--- src/rtl/acc_alu_pkg.sv ---
package acc_alu_pkg;
  localparam int OP_W = 4;

  typedef enum logic [OP_W-1:0] {
    OP_NOP = 4'd0,
    OP_ADD = 4'd1,
    OP_SUB = 4'd2,
    OP_MUL = 4'd3,
    OP_CMP = 4'd4,
    OP_INC = 4'd5,
    OP_DEC = 4'd6,
    OP_AND = 4'd7,
    OP_XOR = 4'd8,
    OP_LSL = 4'd9,
    OP_LSR = 4'd10,
    OP_ROR = 4'd11,
    OP_ROL = 4'd12,
    OP_ASR = 4'd13
  } op_e;

  // Operations that must leave the carry/borrow flag alone.
  function automatic logic keeps_flag(input logic [OP_W-1:0] code);
    case (code)
      OP_MUL, OP_AND, OP_XOR, OP_LSL, OP_LSR, OP_ROR, OP_ROL, OP_ASR: keeps_flag = 1'b1;
      default: keeps_flag = 1'b0;
    endcase
  endfunction
endpackage

--- src/rtl/acc_arith_unit.sv ---
module acc_arith_unit
  import acc_alu_pkg::*;
#(
  parameter int W = 8
) (
  input  op_e          op,
  input  logic [W-1:0] a,
  input  logic [W-1:0] b,
  output logic [W-1:0] res,
  output logic         cy,
  output logic         cy_we,
  output logic         hit
);
  localparam int XW = W + 1;

  logic [XW-1:0] sum_x;
  logic [XW-1:0] diff_x;
  logic [XW-1:0] inc_x;
  logic [XW-1:0] dec_x;

  // One extra bit on each path holds carry out or borrow.
  always_comb begin
    sum_x  = {1'b0, a} + {1'b0, b};
    diff_x = {1'b0, a} - {1'b0, b};
    inc_x  = {1'b0, a} + XW'(1);
    dec_x  = {1'b0, a} - XW'(1);
  end

  always_comb begin
    res   = a;
    cy    = 1'b0;
    cy_we = 1'b0;
    hit   = 1'b0;
    case (op)
      OP_ADD: begin res = sum_x[W-1:0];  cy = sum_x[W];  cy_we = 1'b1; hit = 1'b1; end
      OP_SUB: begin res = diff_x[W-1:0]; cy = diff_x[W]; cy_we = 1'b1; hit = 1'b1; end
      OP_CMP: begin res = a;             cy = diff_x[W]; cy_we = 1'b1; hit = 1'b1; end
      OP_INC: begin res = inc_x[W-1:0];  cy = inc_x[W];  cy_we = 1'b1; hit = 1'b1; end
      OP_DEC: begin res = dec_x[W-1:0];  cy = dec_x[W];  cy_we = 1'b1; hit = 1'b1; end
      default: ;
    endcase
  end

  // a borrow on subtract means the operand exceeded the accumulator.
  always_comb begin
    if (op == OP_SUB) begin
      p_borrow_order_r4: assert (cy == (a < b));
    end
  end
endmodule

--- src/rtl/acc_mul_unit.sv ---
module acc_mul_unit #(
  parameter int W         = 8,
  parameter bit SHIFT_ADD = 1'b0
) (
  input  logic [W-1:0] a,
  input  logic [W-1:0] b,
  output logic [W-1:0] lo,
  output logic [W-1:0] hi
);
  localparam int PW = 2 * W;

  logic [PW-1:0] prod;

  generate
    if (SHIFT_ADD) begin : g_shift_add
      // Explicit partial-product sum for fabrics without DSP slices.
      always_comb begin
        prod = '0;
        for (int i = 0; i < W; i++) begin
          if (b[i]) prod = prod + ({{W{1'b0}}, a} << i);
        end
      end
    end else begin : g_direct
      assign prod = {{W{1'b0}}, a} * {{W{1'b0}}, b};
    end
  endgenerate

  assign lo = prod[W-1:0];
  assign hi = prod[PW-1:W];
endmodule

--- src/rtl/acc_bitwise_unit.sv ---
module acc_bitwise_unit
  import acc_alu_pkg::*;
#(
  parameter int W = 8
) (
  input  op_e          op,
  input  logic [W-1:0] a,
  input  logic [W-1:0] b,
  output logic [W-1:0] res,
  output logic         hit
);
  always_comb begin
    res = a;
    hit = 1'b1;
    case (op)
      OP_AND: res = a & b;
      OP_XOR: res = a ^ b;
      OP_LSL: res = {a[W-2:0], 1'b0};
      OP_LSR: res = {1'b0, a[W-1:1]};
      OP_ROR: res = {a[0], a[W-1:1]};
      OP_ROL: res = {a[W-2:0], a[W-1]};
      OP_ASR: res = {a[W-1], a[W-1:1]};
      default: begin res = a; hit = 1'b0; end
    endcase
  end

  // the sign bit survives the arithmetic shift.
  always_comb begin
    if (op == OP_ASR) begin
      p_sign_kept_r11: assert (res[W-1] == a[W-1]);
    end
  end
endmodule

--- src/rtl/acc_exec_unit.sv ---
module acc_exec_unit
  import acc_alu_pkg::*;
#(
  parameter int W         = 8,
  parameter bit SHIFT_ADD = 1'b0
) (
  input  logic         clk,
  input  logic         rst,
  input  logic         op_valid,
  input  logic [3:0]   op_sel,
  input  logic [W-1:0] acc_in,
  input  logic [W-1:0] opnd_in,
  output logic [W-1:0] acc_next_q,
  output logic         cy_q,
  output logic [W-1:0] ext_q
);
  op_e op;
  assign op = op_e'(op_sel);

  logic [W-1:0] ar_res;
  logic         ar_cy;
  logic         ar_cy_we;
  logic         ar_hit;
  logic [W-1:0] mul_lo;
  logic [W-1:0] mul_hi;
  logic [W-1:0] bw_res;
  logic         bw_hit;

  acc_arith_unit #(.W(W)) u_arith (
    .op(op), .a(acc_in), .b(opnd_in),
    .res(ar_res), .cy(ar_cy), .cy_we(ar_cy_we), .hit(ar_hit)
  );

  acc_mul_unit #(.W(W), .SHIFT_ADD(SHIFT_ADD)) u_mul (
    .a(acc_in), .b(opnd_in), .lo(mul_lo), .hi(mul_hi)
  );

  acc_bitwise_unit #(.W(W)) u_bitwise (
    .op(op), .a(acc_in), .b(opnd_in), .res(bw_res), .hit(bw_hit)
  );

  logic [W-1:0] nxt_res;
  logic         nxt_cy;
  logic [W-1:0] nxt_ext;

  always_comb begin
    nxt_res = acc_in;
    nxt_cy  = cy_q;
    nxt_ext = ext_q;
    if (ar_hit) begin
      nxt_res = ar_res;
      if (ar_cy_we) nxt_cy = ar_cy;
    end else if (op == OP_MUL) begin
      nxt_res = mul_lo;
      nxt_ext = mul_hi;
    end else if (bw_hit) begin
      nxt_res = bw_res;
    end
  end

  always_ff @(posedge clk) begin
    if (rst) begin
      acc_next_q <= '0;
      cy_q       <= 1'b0;
      ext_q      <= '0;
    end else if (op_valid) begin
      acc_next_q <= nxt_res;
      cy_q       <= nxt_cy;
      ext_q      <= nxt_ext;
    end
  end

  p_idle_hold_r2: assert property (@(posedge clk) disable iff (rst)
    (!$past(rst) && !$past(op_valid)) |->
      ($stable(acc_next_q) && $stable(cy_q) && $stable(ext_q)));

  p_cmp_passes_acc_r5: assert property (@(posedge clk) disable iff (rst)
    (!$past(rst) && $past(op_valid) && $past(op_sel) == 4'(OP_CMP)) |->
      (acc_next_q == $past(acc_in)));

  p_flag_kept_r8: assert property (@(posedge clk) disable iff (rst)
    (!$past(rst) && $past(op_valid) && keeps_flag($past(op_sel))) |->
      (cy_q == $past(cy_q)));

  p_ext_only_mul_r12: assert property (@(posedge clk) disable iff (rst)
    (!$past(rst) && $past(op_valid) && $past(op_sel) != 4'(OP_MUL)) |->
      (ext_q == $past(ext_q)));

  p_inc_wrap_r7: assert property (@(posedge clk) disable iff (rst)
    (!$past(rst) && $past(op_valid) && $past(op_sel) == 4'(OP_INC) && $past(acc_in) == {W{1'b1}}) |->
      (acc_next_q == '0 && cy_q));

  p_dec_wrap_r7: assert property (@(posedge clk) disable iff (rst)
    (!$past(rst) && $past(op_valid) && $past(op_sel) == 4'(OP_DEC) && $past(acc_in) == '0) |->
      (acc_next_q == {W{1'b1}} && cy_q));
endmodule

--- config.mk ---
export PLATFORM = sky130hd
export DESIGN_NAME = acc_exec_unit
export DESIGN_NICKNAME = d
export VERILOG_FILES = /design/src/rtl/acc_alu_pkg.sv /design/src/rtl/acc_arith_unit.sv /design/src/rtl/acc_mul_unit.sv /design/src/rtl/acc_bitwise_unit.sv /design/src/rtl/acc_exec_unit.sv
export SDC_FILE = /design/constraint.sdc
export NUM_CORES = 1
export LEC_CHECK = 0
export BUFFER_PORTS_ARGS = -buffer_cell sky130_fd_sc_hd__buf_2
export CORE_ASPECT_RATIO = 0.7
export CORE_MARGIN = 5
export CORE_UTILIZATION = 49
export DETAILED_ROUTE_END_ITERATION = 10
export PLACE_DENSITY = 0.68
export SETUP_SLACK_MARGIN = 0.05
export SKIP_CTS_REPAIR_TIMING = 1
export SLEW_MARGIN = 20
export SYNTH_ARGS = -nofsm -noshare
export SYNTH_HDL_FRONTEND = slang
export SYNTH_SLANG_ARGS = --single-unit
--- constraint.sdc ---
create_clock -name clk -period 10.8 [get_ports clk]
set_input_delay 0.54 -clock clk [delete_from_list [all_inputs] [get_ports clk]]
set_output_delay 0.54 -clock clk [all_outputs]
set_load 0.02 [all_outputs]
# [After elaboration in Yosys (flattened, before gate mapping)]
# Cells that the tools add are included.
[totals] mem_bits_rw=0 latch_bits=0 memories=0 in_bits=23 output_inout_bits=17 register_bits=17 rom_bits=0
[op_classes] bitwise=3 n_eq_ne=13 mul=1 n_mux=8 shifts=0 n_div=0 reduce_logical=5 magnitude_cmp=0 addsub=4
[ops] cell="one-hot mux 8 bit (7 select lines)" count=1
[ops] cell="one-hot mux 8 bit (4 select lines)" count=1
[ops] cell="== test 4 bit, second input constant" count=6
[ops] cell="2-to-1 mux 8 bit" count=3
[ops] cell="== test 4 x 3 -> 1 bit, second input constant" count=4
[ops] cell="multiplier 8 x 8 -> 16 bit" count=1
[ops] cell="adder 8 x 1 -> 9 bit, second input constant" count=1
[ops] cell="adder 8 x 8 -> 9 bit" count=1
[ops] cell="subtractor 8 x 1 -> 9 bit, second input constant" count=1
[ops] cell="subtractor 8 x 8 -> 9 bit" count=1
[ops] cell="AND 8 bit" count=1
[ops] cell="== test 4 x 2 -> 1 bit, second input constant" count=2
[ops] cell="bitwise XOR 8 bit" count=1
[ops] cell="OR reduction 7 bit" count=1
[ops] cell="OR reduction 5 bit" count=1
[ops] cell="== test 4 x 1 -> 1 bit, second input constant" count=1
[ops] cell="one-hot mux 1 bit (4 select lines)" count=1
[ops] cell="AND reduction 3 bit" count=1
[ops] cell="2-to-1 mux 1 bit" count=2
[ops] cell="AND reduction 2 bit" count=1
[ops] cell="OR reduction 2 bit" count=1
[ops] cell="inverter 1 bit" count=1

# [Logic depth before layout (Yosys ltp)]
# Gate-level depths: netlist of run 1.
[depth] depth_word=6 ltp_mapped=18 mapped_depth_nobuf=17

# [Cells and area by module]
# Synthesis of run 1 repeated with hierarchy kept, for this count alone.
[unflattened] cells_unflattened=628 area_unflattened_um2=4954.8
[by_module_without_submodules] mod="acc_mul_unit" seq_area_each_um2=0.0 n_inst=1 cells_per_inst=243 area_per_inst_um2=2125.8
[by_module_without_submodules] mod="acc_arith_unit" seq_area_each_um2=0.0 n_inst=1 cells_per_inst=173 area_per_inst_um2=1199.9
[by_module_without_submodules] mod="acc_exec_unit" seq_area_each_um2=340.3 n_inst=1 cells_per_inst=109 area_per_inst_um2=909.6
[by_module_without_submodules] mod="acc_bitwise_unit" seq_area_each_um2=0.0 n_inst=1 cells_per_inst=103 area_per_inst_um2=719.4

# [Worst setup path after synthesis of run 1]
# OpenSTA, ideal clock, no wires.
[synth_path] path_kind="input port to flip-flop" start="input port acc_in[4]" end="register ext_q[6]" required_time_ps=10742 arrival_ps=4615 setup_time_ps=58 setup_slack_ps=6127 path_buffers=2 cell_stages=17 path_cell_list="clkbuf_1 clkbuf_1 nand2_1 fa_1 fa_1 inv_1 fa_1 inv_1 fa_1 inv_1 ha_1 o21a_1 o21a_1 o22ai_1 o21ai_0 nor4b_1 a211o_1"
[synth_via] elab_chain_len=1
[synth_rtl] element="start, declared" line_no="acc_exec_unit.sv:11" text="input logic [W-1:0] acc_in,"
[synth_rtl] element="multiplier 8 x 8 -> 16 bit" line_no="acc_mul_unit.sv:24" text="assign prod = {{W{1'b0}}, a} * {{W{1'b0}}, b};"
[synth_rtl] element="end signal, assigned" line_no="acc_exec_unit.sv:69" text="ext_q <= nxt_ext;"
[synth_rtl] element="end, declared" line_no="acc_exec_unit.sv:15" text="output logic [W-1:0] ext_q"
# Every way passes these cells.
# A chain may end at the register's enable or synchronous reset.

# [Worst setup path in the final report of run 1]
[layout_path] start="input port acc_in[1]" end="register ext_q[6]"
# The elaborated chain is that of the path after synthesis.

==> run summary, run 1 <==
Fin. Hold Viols -> 0
Grt met1 use -> 35.4%
Total Neg Setup Slack -> 0 ns
Top post-synthesis cells by area -> fa_1 (17%), ha_1 (15%), dfxtp_1 (7.5%), inv_1 (5.6%), nand2_1 (4.1%)
RSZ-0062 raised after global routing -> no
Root buffer cell -> clkbuf_16
P per Cell Area -> 111 nW/µm²
Via count -> 4456
Achievable frequency -> 213 MHz
Syn Inst Count -> 590
Lkg Pwr -> 0.00219 µW
Residual DRC count -> 0
Synth Register Bits -> 17
R2r worst-path depth -> 3
Layout Skew -> 0 ns
TritonCTS Buffers -> 3
Drt first pass iters -> 6
GRT busiest layer -> met2
Syn nets -> 705
CTS tree -> yes
Max FO, Critical Path -> 17
Port bufs -> 39
Global-route wire length before repair -> 22.5 mm
Tmin final -> 4.69 ns
Largest net degree at the start of global routing -> 39
Setup crit start kind -> input pin
Peak VDD IR -> 63.9 µV
CTS Buffer Depth -> 2
I/O Pins -> 40
Post-synth EDFFs -> 0
Met2 GRT Util -> 35.5%
Height of the chip -> 90.4 µm
Final worst slack -> 6.11 ns
# diodes -> 0
Final Wtd Congestion -> 1.06
Area of the die -> 11300 µm²
Ys Warns -> 0
Final ANT Viol Nets -> 0
Post-Route WL -> 13.5 mm
Grt met3 use -> 7.45%
Detailed-route vias per instance -> 6.17
Nets -> 714
Row Count -> 29
Wire length per cell -> 18.7 µm
Area leader, netlist -> fa_1
Initial Utilization -> 50.1%
Critical Path End Type -> register
CP required -> 11.01 ns
Sequential area share after synthesis -> 7.52%
Worst-margin pin slew -> 0.791 ns
Clock sink total -> 17
Overall routing resource usage -> 24.2%
Starting DRT DRC Count -> 502
Reg clk slew, reported paths -> 0.06 ns
CP Data Arrival Time -> 4.90 ns
Dpl hpwl -> 10.6 mm
Syn avg cell area -> 7.67 µm²
Hold Crit Depth -> 2
Dpl ws -> 5.91 ns
Post-Syn Area -> 4520 µm²
Grt ovf -> 0
Setup Viol. Count Final -> 0
Status -> completed
Finished Core Util -> 53.0%
H-tree lvl count -> 1
Slew Viols, Final -> 0
Top FF cell, synth -> dfxtp_1
Slew HR -> 47.2%
Later-pin clock latency in the skew report -> 0.25 ns
Synth unique cells -> 73
Core Area -> 9030 µm²
Vias in the first global route -> 4315
Die Wd -> 125 µm
Area grow syn2layout -> 5.86%
Initial antenna violation count -> 0
Layout cells sized above 1 -> 9.70%
Min-delay worst type -> register to register
Synth top area share -> 16.8%
Maxcap violations -> 0
Ys async rst share -> 0%
Period utilization -> 43.4%
Critical setup path kind -> input pin to register
critical path, stage by stage:
cell     delay, ns
buf_2         0.33
inv_1         0.23
nor2_1        0.19
fa_1          0.44
fa_1          0.52
fa_1          0.54
inv_1         0.05
fa_1          0.52
inv_1         0.05
ha_1          0.35
o21a_1        0.13
o21a_1        0.18
o22ai_1       0.23
o21ai_0       0.16
nor4b_1       0.29
a211o_1       0.15
worst paths after layout:
| path | start | endpoint | slack [ns] |
|---|---|---|---|
| hold reg to reg | ext_q[0] | ext_q[0] | 0.45 |
| setup / recovery | acc_in[1] | ext_q[6] | 6.11 |
| setup reg to reg | acc_next_q[5] | acc_next_q[5] | 9.63 |
| hold / removal | ext_q[0] | ext_q[0] | 0.45 |
synthesized netlist by cell type (all sizes together) (3+ instances only):
| library cell | count |
|---|---|
| a21oi | 30 |
| o21bai | 4 |
| o22ai | 6 |
| nor3 | 12 |
| nand3b | 3 |
| fa | 38 |
| buf | 16 |
| o31ai | 5 |
| a31o | 3 |
| nor3b | 5 |
| nor2 | 47 |
| xnor2 | 11 |
| o221ai | 7 |
| mux2i | 5 |
| nand2b | 8 |
| o21a | 6 |
| ha | 54 |
| and2 | 26 |
| a221oi | 6 |
| a31oi | 6 |
| nor4b | 4 |
| xor2 | 4 |
| inv | 67 |
| or3 | 4 |
| nand4 | 5 |
| a211oi | 6 |
| and3 | 5 |
| nor2b | 10 |
| a21o | 8 |
| dfxtp | 17 |
| clkbuf | 19 |
| o21ai | 33 |
| a22oi | 6 |
| nand3 | 13 |
| o211ai | 4 |
| nand2 | 50 |
| o2bb2ai | 3 |
state kept, by name, summed over array words and instances, names as in the netlist:
name        cells
ext_q           8
cy_q            1
acc_next_q      8
cells in the final DEF (no fill, tap or decap), drive strengths merged, types with 3 or more instances in the layout:
cell type / n
clkbuf: 3
a21o: 8
nor3b: 5
a21oi: 30
mux2i: 5
buf: 39
o22ai: 6
nand2: 50
dfxtp: 17
nand3: 13
o211ai: 4
o221ai: 7
nand2b: 8
o21bai: 4
xnor2: 11
nand4: 5
nor2: 47
nand3b: 3
nor2b: 10
o21ai: 33
ha: 54
nor3: 12
and2: 26
inv: 67
a31oi: 6
o21a: 6
a22oi: 6
a31o: 3
a211oi: 6
nor4b: 4
o31ai: 5
a221oi: 6
and3: 5
fa: 38
or3: 4
o2bb2ai: 3
xor2: 4
per-stage QoR:
stage / power, µW / instance area (µm²) / std cells / hold slack, ns
3_3_place_gp: 439 / 4710 / 718 / 0.436
4_1_cts: 529 / 4790 / 722 / 0.450
2_1_floorplan: 366 / 4520 / 590 / 0.530
5_1_grt: 594 / 4790 / 722 / 0.474
6_report: 533 / 4790 / 722 / 0.450
3_5_place_dp: 447 / 4710 / 718 / 0.442
layer usage:
layer,up-vias,routed length (µm)
met5,-,0
met4,0,251
met3,25,1750
met2,240,5530
met1,2108,5990
li1,2083,-
cell type report:
cell class | instances | area (µm²)
clock buffer | 3 | 75.1
clock inverter | 1 | 5.00
fill | 866 | 4250
inverter | 68 | 255
multi-input combinational | 470 | 3760
sequential | 17 | 340
tap | 124 | 155
timing repair buffer | 39 | 195
power breakdown:
group	total, µW	switching, µW	internal, µW
clock	79.8	30.0	49.8
combinational	384	227	156
sequential	69.6	2.48	67.1
total	533	260	273
cells by family after synthesis:
| family | Yosys count | share of synthesized area (%) |
|---|---|---|
| muxes | 7 | 1.69 |
| buffers and inverters | 103 | 9.29 |
| and+or+nand+nor | 204 | 24.2 |
| adders and majority gates | 92 | 31.8 |
| AOI/OAI and AO/OA | 152 | 22.6 |
| DFF | 17 | 7.52 |
| xor gates and xnor gates | 15 | 2.90 |
Note: power is estimated with default switching activity, not from simulation.
==> inputs of run 2 (changes only) <==
--- a/config.mk
+++ b/config.mk
@@ -10,7 +10,7 @@
 export CORE_MARGIN = 5
 export CORE_UTILIZATION = 49
 export DETAILED_ROUTE_END_ITERATION = 10
-export PLACE_DENSITY = 0.68
+export PLACE_DENSITY = 0.7
 export SETUP_SLACK_MARGIN = 0.05
 export SKIP_CTS_REPAIR_TIMING = 1
 export SLEW_MARGIN = 20
==> constraint.sdc (replaced) <==
create_clock -name clk -period 4.1 [get_ports clk]
set_input_delay 0.205 -clock clk [delete_from_list [all_inputs] [get_ports clk]]
set_output_delay 0.205 -clock clk [all_outputs]
set_load 0.02 [all_outputs]
==> run 2 against run 1 <==
- count of clock-buffer cells in the layout unchanged
- die area unchanged
- sequential share of layout area down 0.40 points
- routed wire length is 6.9% higher
- critical path depth rose by 1
- cell area grew 6.0%
- sequential cell count unchanged
- combinational power rose to 3.0 times the previous value
- sequential power rose to 2.6 times the previous value
- global-route usage is 1.3 points higher
- cell count grew 4.4%
- critical path type unchanged
==> run summary, run 2 (synthesis results as in run 1) <==
Status -> completed
Vias in the first global route -> 4352 (+0.86%)
Hold Startpoint -> rst
RSZ-0062 raised after global routing -> yes
Starting DRT DRC Count -> 494 (-1.6%)
Critical setup path kind -> input pin to register
Top Registers -> acc_next_q (8), ext_q (8), cy_q (1)
Slew HR -> 47.4% (+0.26 points)
Achievable frequency -> 252 MHz
Final Wtd Congestion -> 1.04 (-2.1%)
Drt first pass iters -> 5 (-1)
Via count -> 4573 (+2.6%)
Initial antenna violation count -> 0 (unchanged)
Leading cell type in the layout, fill and taps excluded -> inv_1
Final ANT Viol Nets -> 0 (unchanged)
P per Cell Area -> 309 nW/µm² (+180%)
I/O Pins -> 40 (unchanged)
Reg clk slew, reported paths -> 0.06 ns (about the same)
Nets -> 746 (+4.5%)
Tmin final -> 3.98 ns
Final worst slack -> 0.125 ns (-5.99 ns)
Die Wd -> 125 µm (unchanged)
Commonest non-fill, non-tap cells in the layout -> inv_1 (67), ha_1 (52), nand2_1 (49)
GRT busiest layer -> met1
Wire length per cell -> 19.2 µm (+2.4%)
CP Data Arrival Time -> 4.16 ns (-0.74 ns)
Layout Skew -> 0 ns (unchanged)
Largest net degree at the start of global routing -> 39 (unchanged)
Setup Viol. Count Final -> 0 (unchanged)
Post-Route WL -> 14.5 mm (+6.9%)
Later-pin clock latency in the skew report -> 0.25 ns (about the same)
CTS tree -> yes
Root buffer cell -> clkbuf_16
Total Neg Setup Slack -> 0 ns (unchanged)
Overall routing resource usage -> 25.5% (+1.3 points)
Dpl ws -> -0.104 ns (-6.02 ns)
Maxcap violations -> 0 (unchanged)
Setup crit start kind -> input pin
Core Area -> 9030 µm² (unchanged)
Slew Viols, Final -> 0 (unchanged)
Met2 GRT Util -> 37.9% (+2.4 points)
Max FO, Critical Path -> 5 (-12)
Clock sink total -> 17 (unchanged)
Lkg Pwr -> 0.00236 µW (+7.6%)
CP required -> 4.28 ns (-6.73 ns)
Layout cells sized above 1 -> 15.2% (+5.5 points)
Port bufs -> 39 (unchanged)
Row Count -> 29 (unchanged)
# diodes -> 0 (unchanged)
TritonCTS Buffers -> 3 (unchanged)
Height of the chip -> 90.4 µm (unchanged)
H-tree lvl count -> 1 (unchanged)
Residual DRC count -> 0 (unchanged)
Finished Core Util -> 56.2% (+3.2 points)
Grt met1 use -> 38.8% (+3.5 points)
Worst-margin pin slew -> 0.787 ns (-0.00388 ns)
Fin. Hold Viols -> 0 (unchanged)
Area of the die -> 11300 µm² (unchanged)
Area grow syn2layout -> 12.2%
Worst Setup SP -> acc_in[3]
Critical Path End Type -> register
Grt met3 use -> 5.26% (-2.2 points)
Worst flop-to-flop path startpoint -> acc_next_q[5]
CTS Buffer Depth -> 2 (unchanged)
Period utilization -> 97.0%
Grt ovf -> 0 (unchanged)
Min-delay worst type -> input pin to register
Detailed-route vias per instance -> 6.06 (-1.7%)
Dpl hpwl -> 11.7 mm (+10%)
Initial Utilization -> 50.1% (unchanged)
Global-route wire length before repair -> 23.6 mm (+4.7%)
Peak VDD IR -> 214 µV (+230%)
## run 2: cell types whose count changed in the layout (fill, tap and decap cells not counted), moves of 2 or more
cell / change
ha_4: +2
ha_1: -2
buf_4: +32
o21ai_0: -2
o21ai_1: +2
## run 2: where the power goes
group | total, µW | switching (µW) | internal [µW]
combinational | 1170 | 657 | 517
clock | 210 | 79.3 | 131
sequential | 183 | 6.50 | 177
## run 2: final cells by class
cell class | instances | area [µm²]
clock buffer | 3 | 75.1
clock inverter | 1 | 5.00
fill | 881 | 3960
inverter | 68 | 255
multi-input combinational | 470 | 3810
sequential | 17 | 340
tap | 124 | 155
timing repair buffer | 71 | 435
## run 2: worst max-delay path, stage by stage
cell and delay, ns:
buf_2 0.14, inv_1 0.16, nor2_1 0.09, fa_1 0.43, fa_1 0.55, inv_1 0.05
fa_1 0.46, fa_1 0.55, inv_1 0.04, ha_1 0.33, o21ai_0 0.26, a21oi_2 0.10
o21ai_1 0.26, buf_4 0.16, xnor2_1 0.13, nand2_1 0.08, a21oi_1 0.16
## run 2: layer usage
| layer | vias up | share of wire (%) | wire (µm) |
|---|---|---|---|
| met5 | - | 0 | 0 |
| met4 | 0 | 1.2 | 177 |
| met3 | 18 | 9.4 | 1360 |
| met2 | 186 | 41 | 5860 |
| met1 | 2221 | 49 | 7060 |
| li1 | 2148 | - | - |
## run 2: path summary, 6_finish.rpt
check	slack, ns	cells after the start	to
hold / removal	0.40	2	acc_next_q[0]
setup / recovery	0.12	17	ext_q[3]
hold reg to reg	0.45	2	ext_q[0]
setup reg to reg	2.97	3	acc_next_q[5]
## run 2: through the flow
| step | power [µW] | std cells | instance area (µm²) | hold WS (ns) |
|---|---|---|---|---|
| after floorplan | 1010 | 590 | 4600 | 0.412 |
| after global placement | 1300 | 750 | 4980 | 0.437 |
| after detailed placement | 1330 | 750 | 4980 | 0.442 |
| after CTS | 1540 | 754 | 5060 | 0.384 |
| after global routing | 1720 | 754 | 5070 | 0.424 |
| final | 1570 | 754 | 5070 | 0.398 |
